[config.mk]
export PLATFORM = sky130hd
export DESIGN_NAME = sample_averager
export DESIGN_NICKNAME = d
export VERILOG_FILES = /design/src/rtl/avg_pkg.sv /design/src/rtl/avg_ctrl.sv /design/src/rtl/avg_datapath.sv /design/src/rtl/avg_out_stage.sv /design/src/rtl/sample_averager.sv
export SDC_FILE = /design/constraint.sdc
export NUM_CORES = 1
export LEC_CHECK = 0
export BUFFER_PORTS_ARGS = -buffer_cell sky130_fd_sc_hd__buf_2
export CORE_ASPECT_RATIO = 0.5
export CORE_MARGIN = 2
export CORE_UTILIZATION = 40
export CTS_BUF_LIST = sky130_fd_sc_hd__clkbuf_4
export CTS_CLUSTER_DIAMETER = 60
export DETAILED_ROUTE_END_ITERATION = 8
export REMOVE_ABC_BUFFERS = 1
export SETUP_SLACK_MARGIN = 0.3
export SYNTH_ARGS = -nofsm -noshare
export SYNTH_HDL_FRONTEND = slang
export SYNTH_SLANG_ARGS = --single-unit
[constraint.sdc]
create_clock -name clk -period 3.05 [get_ports clk]
set_input_delay 0.305 -clock clk [delete_from_list [all_inputs] [get_ports clk]]
set_output_delay 0.305 -clock clk [all_outputs]
set_load 0.05 [all_outputs]
[src/rtl/avg_pkg.sv]
package avg_pkg;

  // Saturate a requested shift to the largest supported value.
  function automatic int unsigned sat_shift(input int unsigned raw,
                                            input int unsigned lim);
    return (raw > lim) ? lim : raw;
  endfunction

endpackage

[src/rtl/avg_ctrl.sv]
module avg_ctrl
  import avg_pkg::*;
#(
  parameter int SHIFT_W   = 3,
  parameter int MAX_SHIFT = 6,
  parameter int CHAN_W    = 4,
  parameter int SEQ_W     = 2
) (
  input  logic               clk,
  input  logic               rst_n,
  input  logic [SHIFT_W-1:0] shift_cfg,
  input  logic               in_valid,
  input  logic [CHAN_W-1:0]  in_chan,
  input  logic [SEQ_W-1:0]   in_seq,
  output logic               start,
  output logic               done,
  output logic [SHIFT_W-1:0] eff_shift,
  output logic               busy
);
  localparam int CNT_W = MAX_SHIFT + 1;

  logic               busy_q, busy_d;
  logic [CNT_W-1:0]   cnt_q, cnt_d, cnt_inc, target;
  logic [SHIFT_W-1:0] shift_q, shift_d;
  logic [CHAN_W-1:0]  chan_q, chan_d;
  logic [SEQ_W-1:0]   seq_q, seq_d;
  logic               tag_hit;

  always_comb begin
    tag_hit   = busy_q && (in_chan == chan_q) && (in_seq == seq_q);
    start     = in_valid && !tag_hit;
    eff_shift = start ? SHIFT_W'(sat_shift(int'(shift_cfg), MAX_SHIFT)) : shift_q;
    cnt_inc   = start ? CNT_W'(1) : cnt_q + CNT_W'(1);
    target    = CNT_W'(1) << eff_shift;
    done      = in_valid && (cnt_inc == target);

    busy_d  = busy_q;
    cnt_d   = cnt_q;
    shift_d = shift_q;
    chan_d  = chan_q;
    seq_d   = seq_q;
    if (in_valid) begin
      busy_d = !done;
      cnt_d  = cnt_inc;
      if (start) begin
        shift_d = eff_shift;
        chan_d  = in_chan;
        seq_d   = in_seq;
      end
    end
  end

  always_ff @(posedge clk or negedge rst_n) begin
    if (!rst_n) begin
      busy_q  <= 1'b0;
      cnt_q   <= '0;
      shift_q <= '0;
      chan_q  <= '0;
      seq_q   <= '0;
    end else if (in_valid) begin
      busy_q  <= busy_d;
      cnt_q   <= cnt_d;
      shift_q <= shift_d;
      chan_q  <= chan_d;
      seq_q   <= seq_d;
    end
  end

  assign busy = busy_q;

endmodule

[src/rtl/avg_datapath.sv]
module avg_datapath #(
  parameter int SAMPLE_W  = 12,
  parameter int SHIFT_W   = 3,
  parameter int MAX_SHIFT = 6
) (
  input  logic                clk,
  input  logic                rst_n,
  input  logic                in_valid,
  input  logic                start,
  input  logic                done,
  input  logic [SAMPLE_W-1:0] in_sample,
  input  logic [SHIFT_W-1:0]  eff_shift,
  output logic [SAMPLE_W-1:0] avg_result
);
  localparam int ACC_W = SAMPLE_W + MAX_SHIFT;

  logic [ACC_W-1:0]    acc_q, acc_d, sum;
  logic [SAMPLE_W-1:0] cand [0:MAX_SHIFT];

  assign sum = (start ? '0 : acc_q) + ACC_W'(in_sample);

  for (genvar s = 0; s <= MAX_SHIFT; s++) begin : g_shift
    assign cand[s] = SAMPLE_W'(sum >> s);
  end

  always_comb begin
    avg_result = '0;
    for (int s = 0; s <= MAX_SHIFT; s++) begin
      if (eff_shift == SHIFT_W'(s)) avg_result = cand[s];
    end
  end

  always_comb begin
    acc_d = done ? '0 : sum;
  end

  always_ff @(posedge clk or negedge rst_n) begin
    if (!rst_n)        acc_q <= '0;
    else if (in_valid) acc_q <= acc_d;
  end

endmodule

[src/rtl/avg_out_stage.sv]
module avg_out_stage #(
  parameter int SAMPLE_W = 12,
  parameter int CHAN_W   = 4,
  parameter int SEQ_W    = 2
) (
  input  logic                clk,
  input  logic                rst_n,
  input  logic                done,
  input  logic [SAMPLE_W-1:0] avg_result,
  input  logic [CHAN_W-1:0]   in_chan,
  input  logic [SEQ_W-1:0]    in_seq,
  output logic                out_valid,
  output logic [SAMPLE_W-1:0] out_sample,
  output logic [CHAN_W-1:0]   out_chan,
  output logic [SEQ_W-1:0]    out_seq
);
  always_ff @(posedge clk or negedge rst_n) begin
    if (!rst_n) out_valid <= 1'b0;
    else        out_valid <= done;
  end

  always_ff @(posedge clk or negedge rst_n) begin
    if (!rst_n) begin
      out_sample <= '0;
      out_chan   <= '0;
      out_seq    <= '0;
    end else if (done) begin
      out_sample <= avg_result;
      out_chan   <= in_chan;
      out_seq    <= in_seq;
    end
  end

endmodule

[src/rtl/sample_averager.sv]
module sample_averager #(
  parameter int SAMPLE_W  = 12,
  parameter int SHIFT_W   = 3,
  parameter int MAX_SHIFT = 6,
  parameter int CHAN_W    = 4,
  parameter int SEQ_W     = 2
) (
  input  logic                clk,
  input  logic                rst_n,
  input  logic [SHIFT_W-1:0]  avg_shift,
  input  logic                smp_valid,
  input  logic [SAMPLE_W-1:0] smp_data,
  input  logic [CHAN_W-1:0]   smp_chan,
  input  logic [SEQ_W-1:0]    smp_seq,
  output logic                res_valid,
  output logic [SAMPLE_W-1:0] res_sample,
  output logic [CHAN_W-1:0]   res_chan,
  output logic [SEQ_W-1:0]    res_seq,
  output logic                repeat_step
);
  logic [1:0]          rst_sync_q;
  logic                rst_int_n;
  logic                start, done;
  logic [SHIFT_W-1:0]  eff_shift;
  logic [SAMPLE_W-1:0] avg_result;

  // Assert asynchronously, release on a clock edge.
  always_ff @(posedge clk or negedge rst_n) begin
    if (!rst_n) rst_sync_q <= 2'b00;
    else        rst_sync_q <= {rst_sync_q[0], 1'b1};
  end
  assign rst_int_n = rst_sync_q[1];

  avg_ctrl #(
    .SHIFT_W(SHIFT_W), .MAX_SHIFT(MAX_SHIFT), .CHAN_W(CHAN_W), .SEQ_W(SEQ_W)
  ) u_ctrl (
    .clk(clk), .rst_n(rst_int_n), .shift_cfg(avg_shift), .in_valid(smp_valid),
    .in_chan(smp_chan), .in_seq(smp_seq), .start(start), .done(done),
    .eff_shift(eff_shift), .busy(repeat_step)
  );

  avg_datapath #(
    .SAMPLE_W(SAMPLE_W), .SHIFT_W(SHIFT_W), .MAX_SHIFT(MAX_SHIFT)
  ) u_dp (
    .clk(clk), .rst_n(rst_int_n), .in_valid(smp_valid), .start(start),
    .done(done), .in_sample(smp_data), .eff_shift(eff_shift),
    .avg_result(avg_result)
  );

  avg_out_stage #(
    .SAMPLE_W(SAMPLE_W), .CHAN_W(CHAN_W), .SEQ_W(SEQ_W)
  ) u_out (
    .clk(clk), .rst_n(rst_int_n), .done(done), .avg_result(avg_result),
    .in_chan(smp_chan), .in_seq(smp_seq), .out_valid(res_valid),
    .out_sample(res_sample), .out_chan(res_chan), .out_seq(res_seq)
  );

endmodule

* After elaboration in Yosys (flattened, before gate mapping)
Index checks and enable logic that the tools add are counted.
** Word-level totals
- Register bits :: 56
- Bits in latches :: 0
- Bits in writable memories :: 0
- ROM bits :: 0
- Input bits :: 24
- Output and inout bits :: 20
- Word-level logic and storage cells :: 44
- Memories :: 0
** Operators by class
- Add/sub/neg operators :: 2
- $mul :: 0
- Divide/modulo/power cells :: 0
- Magnitude comparators :: 1
- Equality and inequality tests :: 9
- Shifts and indexed selects :: 1
- Muxes and demuxes :: 12
- Bitwise operators :: 0
- Reductions and logical operators :: 8
** Operators with widths (count)
- two-way mux 12 bit :: 7
- two-way mux 18 bit :: 2
- adder 18 x 12 -> 18 bit :: 1
- == test 3 bit, second input constant :: 3
- adder 7 x 1 -> 7 bit, second input constant :: 1
- == test 7 bit :: 1
- two-way mux 7 bit :: 1
- left shift 1 x 3 -> 7 bit, first input constant :: 1
- == test 3 x 2 -> 1 bit, second input constant :: 2
- two-way mux 3 bit :: 2
- == test 4 bit :: 1
- logical AND 1 bit :: 4
- == test 3 x 1 -> 1 bit, second input constant :: 1
- > comparator 3 bit, second input constant :: 1
- zero test 3 bit :: 1
- == test 2 bit :: 1
- zero test 1 bit :: 2
- AND reduction 2 bit :: 1

* Depth between registers and ports, before layout
- Depth after elaboration :: 14
- Gate-level depth with buffers :: 17
- Depth with buffers taken out :: 15

* Cells and area by module
A second synthesis with hierarchy kept.
** Unflattened totals
- Cell total of the unflattened synthesis :: 481
- Area total of the unflattened synthesis :: 4332.9 um2
** Modules (own cells, without submodules)
- avg_datapath :: instances 1, cells an instance 305, area an instance 2338.5 um2, seq. area each 450.4 um2
- avg_ctrl :: instances 1, cells an instance 134, area an instance 1193.6 um2, seq. area each 425.4 um2
- avg_out_stage :: instances 1, cells an instance 39, area an instance 747.0 um2, seq. area each 475.5 um2
- sample_averager :: instances 1, cells an instance 3, area an instance 53.8 um2, seq. area each 50.0 um2

* Least setup slack after synthesis
No wires, ideal clock.
- Path kind :: register to register
- Start :: reg u_ctrl.busy_q, in the netlist u_ctrl.busy
- End :: reg u_out.out_sample[11]
- Arrival time :: 4.694 ns
- Required time :: 2.922 ns
- Setup slack :: -1.772 ns
- Cell stages (with the launch flop) :: 16
- Cell sequence :: dfrtp_1 or4b_4 o21ai_4 clkbuf_1 clkbuf_1 and2_1 ha_1 clkbuf_1 a21o_1 a221o_1 a221oi_1 nor4_1 or3_1 a2111o_1 o211ai_1 mux2i_1
** Between the ends
- Longest elaborated chain between the ends :: 13
** RTL lines
- start, declared :: RTL line avg_ctrl.sv:22 : logic busy_q, busy_d;
- start signal, assigned :: RTL line avg_ctrl.sv:61 : busy_q <= busy_d;
- logical AND 1 bit (*) (2 in a row) :: RTL line avg_ctrl.sv:30 : tag_hit = busy_q && (in_chan == chan_q) && (in_seq == seq_q);
- zero test 1 bit (*) :: RTL line avg_ctrl.sv:31 : start = in_valid && !tag_hit;
- logical AND 1 bit (*) :: RTL line avg_ctrl.sv:31
- two-way mux 18 bit / two-way mux 3 bit (equally long branches) :: RTL line avg_datapath.sv:20, avg_ctrl.sv:32
- adder 18 x 12 -> 18 bit / zero test 3 bit (equally long branches) :: RTL line avg_datapath.sv:20, avg_datapath.sv:29
- two-way mux 12 bit (7 in a row) :: RTL line avg_datapath.sv:29 : if (eff_shift == SHIFT_W'(s)) avg_result = cand[s];
- end signal, assigned :: RTL line avg_out_stage.sv:28 : out_sample <= avg_result;
- end, declared :: RTL line avg_out_stage.sv:13 : output logic [SAMPLE_W-1:0] out_sample,
Mark *: on every way between the ends. The rest lies on a longest branch, timed or not.
A chain may end at the register's enable or synchronous reset.

* Worst setup path in the final report
- Start :: reg u_ctrl.seq_q[0]
- End :: reg u_out.out_sample[9]
** Between the ends
- Longest elaborated chain between the ends :: 13
** RTL lines
- start, declared :: RTL line avg_ctrl.sv:26 : logic [SEQ_W-1:0] seq_q, seq_d;
- start signal, assigned :: RTL line avg_ctrl.sv:65 : seq_q <= seq_d;
- == test 2 bit (*) :: RTL line avg_ctrl.sv:30
- logical AND 1 bit (*) :: RTL line avg_ctrl.sv:30
- zero test 1 bit (*) :: RTL line avg_ctrl.sv:31
- logical AND 1 bit (*) :: RTL line avg_ctrl.sv:31
- two-way mux 18 bit / two-way mux 3 bit (equally long branches) :: RTL line avg_datapath.sv:20, avg_ctrl.sv:32
- adder 18 x 12 -> 18 bit / zero test 3 bit (equally long branches) :: RTL line avg_datapath.sv:20, avg_datapath.sv:29
- two-way mux 12 bit (7 in a row) :: RTL line avg_datapath.sv:29
Marked as above.

==> results.md <==
- Die X-Extent: roughly 150 um
- Crit path arrival time: ~4.4 ns
- Post-synthesis simple-gate area fraction: 0.164
- Max FO, Critical Path: 6
- Total of warnings raised by yosys: 0
- CP Data Required Time: roughly 3.4 ns
- Multiplexer area fraction after synthesis: 0.116
- Pwr/cell area: 664 mW/mm^2
- CTS tree: done
- Measured slew at the worst slew-check pin: between 0.5 and 0.6 ns
- CP endpoint kind: flip-flop
- Worst hold path class: input port to flip-flop
- Inserted Diodes: 0
- Post-Place Worst Slack: -1.24 ns
- DR vias: between 4k and 5k
- Status: complete, but fails checks
- Layout area overhead: 52.4%
- Initial DRC count: 329
- Finished Core Util: 0.630
- Drt pass-1 iters: 5
- Yosys cell types: 75
- Main combinational cell family by area after synthesis: compound AO/OA/AOI/OAI gates
- Clock skew: around 0.0075 ns
- Starting Density: 0.413
- Residual DRC: 0
- Predominant post-synthesis flop cell: dfrtp_1
- Final number of setup-violating endpoints: 38
- Post-Synth Adder-Cell Area: 0.0431
- First-pass GRT wire length: between 20000 and 25000 um
- Die Y: approximately 77 um
- Routability Congestion: slightly below 1
- Hold violation total from the final report: 0
- Critical path class: flip-flop to flip-flop
- Max frequency: ~240 MHz
- Die area: ~0.011 mm^2
- Worst rel slew slack: 0.638
- VDD IR-drop max: ~0.29 mV
- CTS Buf Count: 5
- Fin. max-slew vios: 0
- FF-to-FF setup slack: -1.05 ns
- WL final: roughly 14000 um
- Compound-Gate Fraction of Synth Area: 0.256
- Worst setup SP type: flip-flop
- Tot GR Track Use: 0.242
- H-tree depth: 2
- Post-DRT Antenna Nets: 0
- Vias per cell: approximately 5.6
- Largest net degree at the start of global routing: 37
- Post-synth EDFFs: 0
- Final worst slack: -1.05 ns
- Area of the multi-input gates: 0.00317 mm^2
- Remaining Overflow, GRT: 0
- FP Rows: 26
- Register area share after synthesis: 0.331
- Tcrit/Tclk final: 1.34
- Ys async rst share: 1.00
- Static Leakage: around 0.0029 uW
- Core area: around 0.01 mm^2
- Most frequent cells in the layout: buf_4, dfrtp_1, nand2_1, buf_2
- Most common cell after layout, fill and taps aside: buf_4
- Final TNS setup: -22.97 ns
- RSZ-0062 raised after global routing: yes
- Crit path time final: just over 4 ns
- I/O Pins: 44
- Reg clk slew, reported paths: between 0.15 and 0.2 ns
- WL/cell: 17.9 um
- Share of layout cells above drive strength 1: 0.496
- Cell Area, Synth: 0.00424 mm^2
- Post-detail-place hpwl: slightly above 9000 um
- Clock sink count: between 50 and 60
- CTS Buffer Depth: 2
- Fillcell total: around 860
- Synth Area in XOR/XNOR: 0.0414
- IO buf count: between 40 and 50
- Vias in the first global route: around 4.4k
- Initial antenna violation count: 0
- Root Driver: clkbuf_4
- Fin nets: ~670
- Violated checks: setup timing
- Synth Register Bits: between 50 and 60
- Synth Area per Inst: roughly 9.2 um^2
- WHS: approximately 0.16 ns
- Maxcap violations: 0
- Sequential cell area: about 0.0014 mm^2
- Total Power: 4290 uW
- Clk_lat worst skew: approximately 0.4 ns
- Mapped Cells: 459
-- through the flow --
stage          instances  instance area (um^2)
2_1_floorplan        432                  4110
3_3_place_gp         728                  5390
3_5_place_dp         728                  5390
4_1_cts              758                  6210
5_1_grt              771                  6450
6_report             771                  6450
-- cells in the mapped netlist, types with 3 or more instances --
| cell | count | area [um^2] |
|---|---|---|
| and2_1 | 16 | 100 |
| nor4_1 | 4 | 25.0 |
| a31oi_1 | 4 | 25.0 |
| inv_1 | 17 | 63.8 |
| xor2_1 | 9 | 78.8 |
| dfrtp_1 | 56 | 1400 |
| nor3_1 | 7 | 35.0 |
| a311oi_1 | 5 | 43.8 |
| mux2_4 | 9 | 135 |
| and3_1 | 7 | 43.8 |
| a21o_1 | 3 | 22.5 |
| nand3_1 | 15 | 75.1 |
| nand2_1 | 47 | 176 |
| mux2_2 | 16 | 180 |
| clkbuf_1 | 21 | 78.8 |
| a21oi_1 | 18 | 90.1 |
| o21a_1 | 4 | 30.0 |
| a211oi_1 | 6 | 45.0 |
| o21ai_0 | 24 | 120 |
| o31ai_1 | 6 | 45.0 |
| buf_6 | 3 | 33.8 |
| a22oi_1 | 4 | 30.0 |
| ha_1 | 13 | 163 |
| xnor2_1 | 11 | 96.3 |
| a22o_1 | 6 | 52.6 |
| nor2_1 | 27 | 101 |
| o2bb2ai_2 | 6 | 90.1 |
| o311a_1 | 3 | 30.0 |
| or3_1 | 3 | 18.8 |
| o2bb2ai_1 | 5 | 43.8 |
| o211ai_1 | 11 | 82.6 |
| mux2i_1 | 16 | 160 |
-- final cells by class --
| class | count | area share |
|---|---|---|
| Sequential cell | 56 | 0.217 |
| Clock inverter | 3 | 0.0140 |
| Tap cell | 140 | 0.0271 |
| Clock buffer | 5 | 0.00582 |
| Multi-Input combinational cell | 356 | 0.492 |
| Inverter | 20 | 0.0122 |
| Timing Repair Buffer | 191 | 0.232 |
-- final timing paths --
| kind | startpoint | end | cells after the start |
|---|---|---|---|
| setup / recovery | u_ctrl.seq_q[0] | u_out.out_sample[9] | 15 |
| hold / removal | smp_chan[3] | u_out.out_chan[3] | 2 |
| setup reg to reg | u_ctrl.seq_q[0] | u_out.out_sample[9] | 15 |
| hold reg to reg | rst_sync_q[1] | u_ctrl.cnt_q[3] | 0 |
| max in group asynchronous | rst_sync_q[1] | u_ctrl.chan_q[2] | 1 |
| min in group asynchronous | rst_n | rst_sync_q[1] | 2 |
-- layer usage --
metal  vias to the layer above  track usage  share of wire
met1                      2147        0.349           0.49
met4                         0       0.0495         0.0089
met2                       104        0.389           0.46
met3                        13       0.0327          0.043
li1                       2050            -              -
met5                         -            0              0
-- what timing repair did --
action                                  4_1_cts  5_1_grt
cloned                                        1        0
endpoints found under the hold margin         2        0
hold buffers                                  1        0
endpoints found under the setup margin       38       38
resized for setup                           102       28
pin swaps                                    47       31
setup buffers                                20       13
-- where the power goes --
group / switching (uW) / total (uW) / internal (uW) / leakage (uW)
logic: 1430 / 2630 / 1210 / 0.00212
registers: 126 / 1060 / 929 / 0.000692
clock network: 260 / 597 / 337 / 0.0000654
-- cell families after synthesis --
family,Yosys count
and+or+nand+nor,141
xor gates and xnor gates,20
other,1
DFF,56
muxes,42
buffers and inverters,47
AOI/OAI and AO/OA,138
adders and majority gates,14
-- critical path, cell delays in order, from the launching register on --
cell	delay [ns]
dfrtp_1	0.42
xor2_1	0.18
or4b_4	0.57
o21ai_4	0.20
buf_12	0.15
and2_1	0.15
ha_1	0.24
a21o_1	0.19
or3_4	0.36
o2111ai_4	0.29
buf_6	0.16
o211ai_1	0.14
a311oi_1	0.32
a311oi_1	0.10
a311o_1	0.30
mux2_4	0.26
-- registers in the layout (all words and copies together), names as in the netlist, 2 cells and up --
register	count
rst_sync_q	2
u_ctrl.chan_q	4
u_ctrl.cnt_q	7
u_ctrl.seq_q	2
u_ctrl.shift_q	3
u_dp.acc_q	18
u_out.out_chan	4
u_out.out_sample	12
u_out.out_seq	2
No activity file was read; power rests on OpenSTA's default activity.
